`src/rtl/attr_pkg.sv`:
```
package attr_pkg;
    localparam int DEF_DATA_W = 8;
    localparam int DEF_IDX_W  = 5;
    localparam int DEF_PAL_N  = 16;

    typedef enum logic {
        PH_INDEX = 1'b0,
        PH_DATA  = 1'b1
    } phase_t;
endpackage

```
`src/rtl/attr_phase_fsm.sv`:
```
module attr_phase_fsm
    import attr_pkg::*;
(
    input  logic   clk,
    input  logic   rst_n,
    input  logic   port_wr,
    input  logic   ff_clear,
    output phase_t phase,
    output logic   idx_load,
    output logic   data_load
);
    phase_t nxt;

    // state register
    always_ff @(posedge clk or negedge rst_n) begin
        if (!rst_n) phase <= PH_INDEX;
        else        phase <= nxt;
    end

    // next state: FORCE_INDEX beats TAKE_INDEX / COMMIT_DATA
    always_comb begin
        nxt = phase;
        if (ff_clear) begin
            nxt = PH_INDEX;
        end else if (port_wr) begin
            unique case (phase)
                PH_INDEX: nxt = PH_DATA;
                PH_DATA:  nxt = PH_INDEX;
            endcase
        end
    end

    // outputs
    always_comb begin
        idx_load  = 1'b0;
        data_load = 1'b0;
        if (!ff_clear && port_wr) begin
            unique case (phase)
                PH_INDEX: idx_load  = 1'b1;
                PH_DATA:  data_load = 1'b1;
            endcase
        end
    end
endmodule

```
`src/rtl/attr_reg_file.sv`:
```
module attr_reg_file #(
    parameter int DATA_W = 8,
    parameter int IDX_W  = 5,
    parameter int PAL_N  = 16,
    localparam int N_REGS = PAL_N + 5
) (
    input  logic                     clk,
    input  logic                     rst_n,
    input  logic                     legacy_mode,
    input  logic                     data_load,
    input  logic [IDX_W-1:0]         sel_idx,
    input  logic [DATA_W-1:0]        wdata,
    output logic [N_REGS*DATA_W-1:0] reg_flat
);
    localparam int MODE_IX  = PAL_N;
    localparam int OVSC_IX  = PAL_N + 1;
    localparam int PLANE_IX = PAL_N + 2;
    localparam int PAN_IX   = PAL_N + 3;
    localparam int CSEL_IX  = PAL_N + 4;

    // zero mask marks an index that does not exist in this mode
    function automatic logic [DATA_W-1:0] field_mask(input int ix, input logic leg);
        logic [DATA_W-1:0] m;
        m = '0;
        if (ix < PAL_N)          m = DATA_W'('h3F);
        else if (ix == MODE_IX)  m = leg ? DATA_W'('h1F) : DATA_W'('hFF);
        else if (ix == OVSC_IX)  m = leg ? DATA_W'('h3F) : DATA_W'('hFF);
        else if (ix == PLANE_IX) m = leg ? DATA_W'('h3F) : DATA_W'('h0F);
        else if (ix == PAN_IX)   m = DATA_W'('h0F);
        else if (ix == CSEL_IX)  m = leg ? '0 : DATA_W'('h0F);
        return m;
    endfunction

    for (genvar g = 0; g < N_REGS; g++) begin : g_reg
        logic [DATA_W-1:0] q;
        logic [DATA_W-1:0] m;
        always_comb m = field_mask(g, legacy_mode);
        always_ff @(posedge clk or negedge rst_n) begin
            if (!rst_n)
                q <= '0;
            else if (data_load && sel_idx == IDX_W'(g) && m != '0)
                q <= wdata & m;
        end
        assign reg_flat[g*DATA_W +: DATA_W] = q;
    end
endmodule

```
`src/rtl/attr_read_mux.sv`:
```
module attr_read_mux
    import attr_pkg::*;
#(
    parameter int DATA_W = 8,
    parameter int IDX_W  = 5,
    parameter int N_REGS = 21
) (
    input  logic                     legacy_mode,
    input  logic                     addr_lo,
    input  phase_t                   phase,
    input  logic [IDX_W-1:0]         idx,
    input  logic [N_REGS*DATA_W-1:0] reg_flat,
    output logic [DATA_W-1:0]        rd_word
);
    logic [DATA_W-1:0] sel;

    always_comb begin
        sel = '0;
        for (int k = 0; k < N_REGS; k++) begin
            if (idx == IDX_W'(k)) sel = reg_flat[k*DATA_W +: DATA_W];
        end
    end

    always_comb begin
        if (legacy_mode)  rd_word = '0;
        else if (addr_lo) rd_word = sel;
        else              rd_word = {phase == PH_DATA, {(DATA_W-1-IDX_W){1'b0}}, idx};
    end
endmodule

```
`src/rtl/attr_port_top.sv`:
```
module attr_port_top
    import attr_pkg::*;
#(
    parameter int DATA_W = DEF_DATA_W,
    parameter int IDX_W  = DEF_IDX_W,
    parameter int PAL_N  = DEF_PAL_N,
    localparam int N_REGS = PAL_N + 5
) (
    input  logic                    clk,
    input  logic                    rst_n,
    input  logic                    legacy_mode,
    input  logic                    addr_lo,
    input  logic                    wr_en,
    input  logic                    rd_en,
    input  logic [DATA_W-1:0]       wdata,
    input  logic                    ff_clear,
    output logic [DATA_W-1:0]       rdata,
    output logic [PAL_N*DATA_W-1:0] palette_flat,
    output logic [DATA_W-1:0]       mode_ctrl,
    output logic [DATA_W-1:0]       overscan,
    output logic [DATA_W-1:0]       plane_enable,
    output logic [DATA_W-1:0]       pixel_pan,
    output logic [DATA_W-1:0]       color_sel
);
    phase_t                   phase;
    logic                     phase_is_data;
    logic                     port_wr;
    logic                     idx_load;
    logic                     data_load;
    logic [IDX_W-1:0]         idx_q;
    logic [N_REGS*DATA_W-1:0] reg_flat;
    logic [DATA_W-1:0]        rd_word;

    // companion address aliases the main port only in legacy mode
    assign port_wr       = wr_en && (!addr_lo || legacy_mode);
    assign phase_is_data = (phase == PH_DATA);

    attr_phase_fsm u_fsm (
        .clk       (clk),
        .rst_n     (rst_n),
        .port_wr   (port_wr),
        .ff_clear  (ff_clear),
        .phase     (phase),
        .idx_load  (idx_load),
        .data_load (data_load)
    );

    always_ff @(posedge clk or negedge rst_n) begin
        if (!rst_n)        idx_q <= '0;
        else if (idx_load) idx_q <= wdata[IDX_W-1:0];
    end

    attr_reg_file #(.DATA_W(DATA_W), .IDX_W(IDX_W), .PAL_N(PAL_N)) u_regs (
        .clk         (clk),
        .rst_n       (rst_n),
        .legacy_mode (legacy_mode),
        .data_load   (data_load),
        .sel_idx     (idx_q),
        .wdata       (wdata),
        .reg_flat    (reg_flat)
    );

    attr_read_mux #(.DATA_W(DATA_W), .IDX_W(IDX_W), .N_REGS(N_REGS)) u_rd (
        .legacy_mode (legacy_mode),
        .addr_lo     (addr_lo),
        .phase       (phase),
        .idx         (idx_q),
        .reg_flat    (reg_flat),
        .rd_word     (rd_word)
    );

    always_ff @(posedge clk or negedge rst_n) begin
        if (!rst_n)     rdata <= '0;
        else if (rd_en) rdata <= rd_word;
    end

    assign palette_flat = reg_flat[PAL_N*DATA_W-1:0];
    assign mode_ctrl    = reg_flat[(PAL_N+0)*DATA_W +: DATA_W];
    assign overscan     = reg_flat[(PAL_N+1)*DATA_W +: DATA_W];
    assign plane_enable = reg_flat[(PAL_N+2)*DATA_W +: DATA_W];
    assign pixel_pan    = reg_flat[(PAL_N+3)*DATA_W +: DATA_W];
    assign color_sel    = reg_flat[(PAL_N+4)*DATA_W +: DATA_W];
endmodule

```
`config.mk`:
```
export PLATFORM = sky130hd
export DESIGN_NAME = attr_port_top
export DESIGN_NICKNAME = d
export VERILOG_FILES = /design/src/rtl/attr_pkg.sv /design/src/rtl/attr_phase_fsm.sv /design/src/rtl/attr_reg_file.sv /design/src/rtl/attr_read_mux.sv /design/src/rtl/attr_port_top.sv
export SDC_FILE = /design/constraint.sdc
export NUM_CORES = 1
export LEC_CHECK = 0
export BUFFER_PORTS_ARGS = -buffer_cell sky130_fd_sc_hd__buf_2
export CAP_MARGIN = 20
export CORE_MARGIN = 10
export CORE_UTILIZATION = 49
export CTS_CLUSTER_SIZE = 40
export DETAILED_ROUTE_END_ITERATION = 8
export GPL_TIMING_DRIVEN = 0
export PLACE_DENSITY_LB_ADDON = 0.05
export SYNTH_ARGS = -nofsm -noshare
export SYNTH_HDL_FRONTEND = slang
export SYNTH_HIERARCHICAL = 1
export SYNTH_SLANG_ARGS = --single-unit
```
`constraint.sdc`:
```
create_clock -name clk -period 2.1 [get_ports clk]
set_input_delay 0.42 -clock clk [delete_from_list [all_inputs] [get_ports clk]]
set_output_delay 0.42 -clock clk [all_outputs]
set_load 0.02 [all_outputs]
```
==> run_results.csv <==
group,metric,value,unit
run_status,outcome,"complete, but fails checks",
run_status,violations,"negative setup slack",
critical_path,crit_slowest_cell,"dfrtp_2",
pwr,p_seq_frac,0.326,
critical_path,slowest_delay,420,ps
critical_path,crit_top_cell,"buf_12",
critical_path,cp_max_fo,6,
yosys,yosysSeqAreaShare,0.445,
yosys,yosysWarningCount,6,
yosys,ys_types,76,
yosys,syn_avg_cell_area,11.4,um^2
clock_network,cts_htree_levels,4,
yosys,synth_cells,693,
pwr,p_int,6.11,mW
critical_path,critPathKind,"register to register",
critical_path,end_kind,"register",
global_routing,antenna_found_initial,1,
routing,drt-initial-drc-count,735,
yosys,synth_top_cell_area_share,0.445,
cells_and_area,most-common-layout-cells,"buf_2 (154), dfrtp_1 (135), mux2_2 (128), buf_4 (83), conb_1 (42)",
timing,hold_ws,182,ps
critical_path,critPathTopFamily,"compound AO/OA/AOI/OAI gates",
clock_network,insertion_delay,430,ps
timing,relSlewSlack,0.260,
routing,ant_nets,0,
cells_and_area,final_util,0.661,
timing,max_freq,0.409,GHz
place,gp_congestion,0.968,
routing,wl_met2,15800,um
floorplan,die_w,147,um
clock_network,cts_tree,"done",
cells_and_area,final_common_cell,"buf_2",
timing,tightest_slew,1110,ps
critical_path,arrival,2760,ps
routing,drcViolationCount,0,
timing,clock-skew-final,7.10,ps
timing,drv_slew,0,
yosys,yosys_most_used_dff,"dfrtp_1",
critical_path,required,2410,ps
clock_network,cts_buffer_depth,2,
critical_path,startpoint_type,"register",
clock_network,ctsRootBufferMaster,"clkbuf_16",
pwr,p_switching,3.90,mW
global_routing,grt_pass1_wl,49100,um
pwr,power_per_cell_area,956,nW/um^2
run,maxCapViolCount,0,
timing,min_period,2450,ps
yosys,async_flop_share,1.00,
timing,finalWorstSetupSlack,-346,ps
critical_path,cp_num_buf_inv,3,
pwr,irDropWorstVdd,581,uV
routing,vias,7057,
global_routing,grt.total_usage,0.306,
clock_network,clock-sinks,140,
pwr,swShare,0.390,
pwr,clockPowerShare,0.302,
floorplan,start_util,0.497,
critical_path,crit_path_cell_trace,"buf_12 > buf_12 > buf_12 > and2b_2 > nand2_1 > o21ai_0 > a22oi_2 > a21oi_2 > o31a_1 > mux2_4",
global_routing,grt_pass1_vias,7372,
floorplan,die_h,147,um
cells_and_area,area_delta_synth_final,33.0,%
cells_and_area,fin_nets,953,
cells_and_area,drive_gt1_frac,0.553,
floorplan,die_area,21500,um^2
worst_hold_path,hold_path_class,"input pin to register",
yosys,synth-edff-count,0,
pwr,leakage,5.34,nW
timing,finalCritPeriodShare,1.16,
routing,drt_pass1_iterations,5,
yosys,synth_area,7870,um^2
cells_and_area,regArea,3510,um^2
yosys,yosysTopAreaCell,"dfrtp_1",
yosys,synth.area.top_cells,"dfrtp_1 (45%), mux2_2 (19%), buf_4 (4.8%), mux2_4 (2.7%), nand2_1 (1.9%)",
global_routing,grt.overflow.total,0,
clock_network,clkTransAtPathRegs,70,ps
cells_and_area,multi_input_area,4260,um^2
global_routing,grt_max_degree,85,
pwr,share_comb_of_total_power,0.372,
routing,wl,33800,um
floorplan,rows,46,
timing,finalSetupViolCount,12,
floorplan,core_area,15800,um^2
routing,wl_met3,3060,um
cells_and_area,fill_cells,1254,
place,place_hpwl,24700,um
routing,routed.top_layer,"met4",
timing,rsz0062_at_grt,"yes",
routing,wl_per_cell,28.9,um
clock_network,numCtsBuffers,17,
timing,finalHoldViolCount,0,
place,numPortBuffers,146,
routing,via_per_inst,6.05,
floorplan,io_pins,191,
cells_and_area,diodes,0,
routing,wl_met1,13400,um
yosys,yosys_register_bits,140,
cell type report:
cell class              count  share of cell area
clock inverters            14              0.0143
clock buffers              18              0.0410
multi-input cells         496               0.407
plain buffers              90              0.0667
flip-flops and latches    140               0.335
repair buffers            185               0.106
inverters                   8             0.00323
well taps                 216              0.0258
worst paths after layout:
check | slack [ps] | start | depth (start not counted) | end
setup / recovery | -350 | idx_q[0] | 10 | rdata[2]
setup reg to reg | -350 | idx_q[0] | 10 | rdata[2]
hold reg to reg | 510 | rdata[0] | 1 | rdata[0]
max in group asynchronous | 790 | rst_n | 3 | u_regs/g_reg[0].q[4]
hold / removal | 180 | ff_clear | 2 | u_fsm/phase
min in group asynchronous | 510 | rst_n | 2 | u_regs/g_reg[13].q[3]
metal layers:
layer,global-route usage,vias up
met4,0.141,0
met1,0.376,3523
met5,0,-
li1,-,2970
met3,0.0888,99
met2,0.486,465
power groups by stage:
stage	logic, mW	registers, mW	clock network (mW)
after floorplan	1.49	3.55	0
final	3.73	3.26	3.02
after global routing	3.86	3.29	3.16
after global placement	2.81	3.33	0
after detailed placement	2.85	3.35	0
after CTS	3.36	3.25	3.03
stage by stage:
| stage | std cells | setup TNS [ps] | instance area [um^2] | power, mW | setup slack [ps] |
|---|---|---|---|---|---|
| global route | 1167 | -2180 | 10500 | 10.3 | -334 |
| finish | 1167 | -2010 | 10500 | 10.0 | -346 |
| global placement | 1096 | -219330 | 9030 | 6.15 | -1150 |
| detailed placement | 1097 | -65830 | 9060 | 6.19 | -818 |
| floorplan | 734 | 0 | 8030 | 5.04 | 2.05 |
| CTS | 1158 | -1940 | 10200 | 9.65 | -369 |
repair_timing:
item,in CTS,in global routing
buffers inserted,27,9
endpoints found under the hold margin,56,0
gates resized for setup,68,60
pin swaps,11,24
setup endpoints to repair,98,41
cloned,1,0
hold buffers,1,0
flip-flops by register name, summed over array words and instances, names as in the netlist:
register / cells
u_regs/g.q: 126
rdata: 8
idx_q: 5
u_fsm/phase: 1
cell usage after synthesis (7+ instances only):
library cell	number
nand3_1	16
nor2_1	22
mux2_4	14
a31oi_1	11
buf_4	50
a22oi_1	8
a21oi_1	29
dfrtp_1	140
o21ai_0	27
inv_1	7
buf_6	7
mux2_2	130
o22ai_1	10
nand4_1	8
mux2i_1	12
nand2_1	40
buf_2	19
clkbuf_1	14
nor2b_1	12
cells by family after synthesis:
logic type,synth area share
AOI/OAI and AO/OA,0.117
buffers and inverters,0.0803
muxes,0.242
DFF,0.445
and+or+nand+nor,0.114
other,0.000476
xor gates and xnor gates,0.00111
Note: power is estimated with default switching activity, not from simulation.
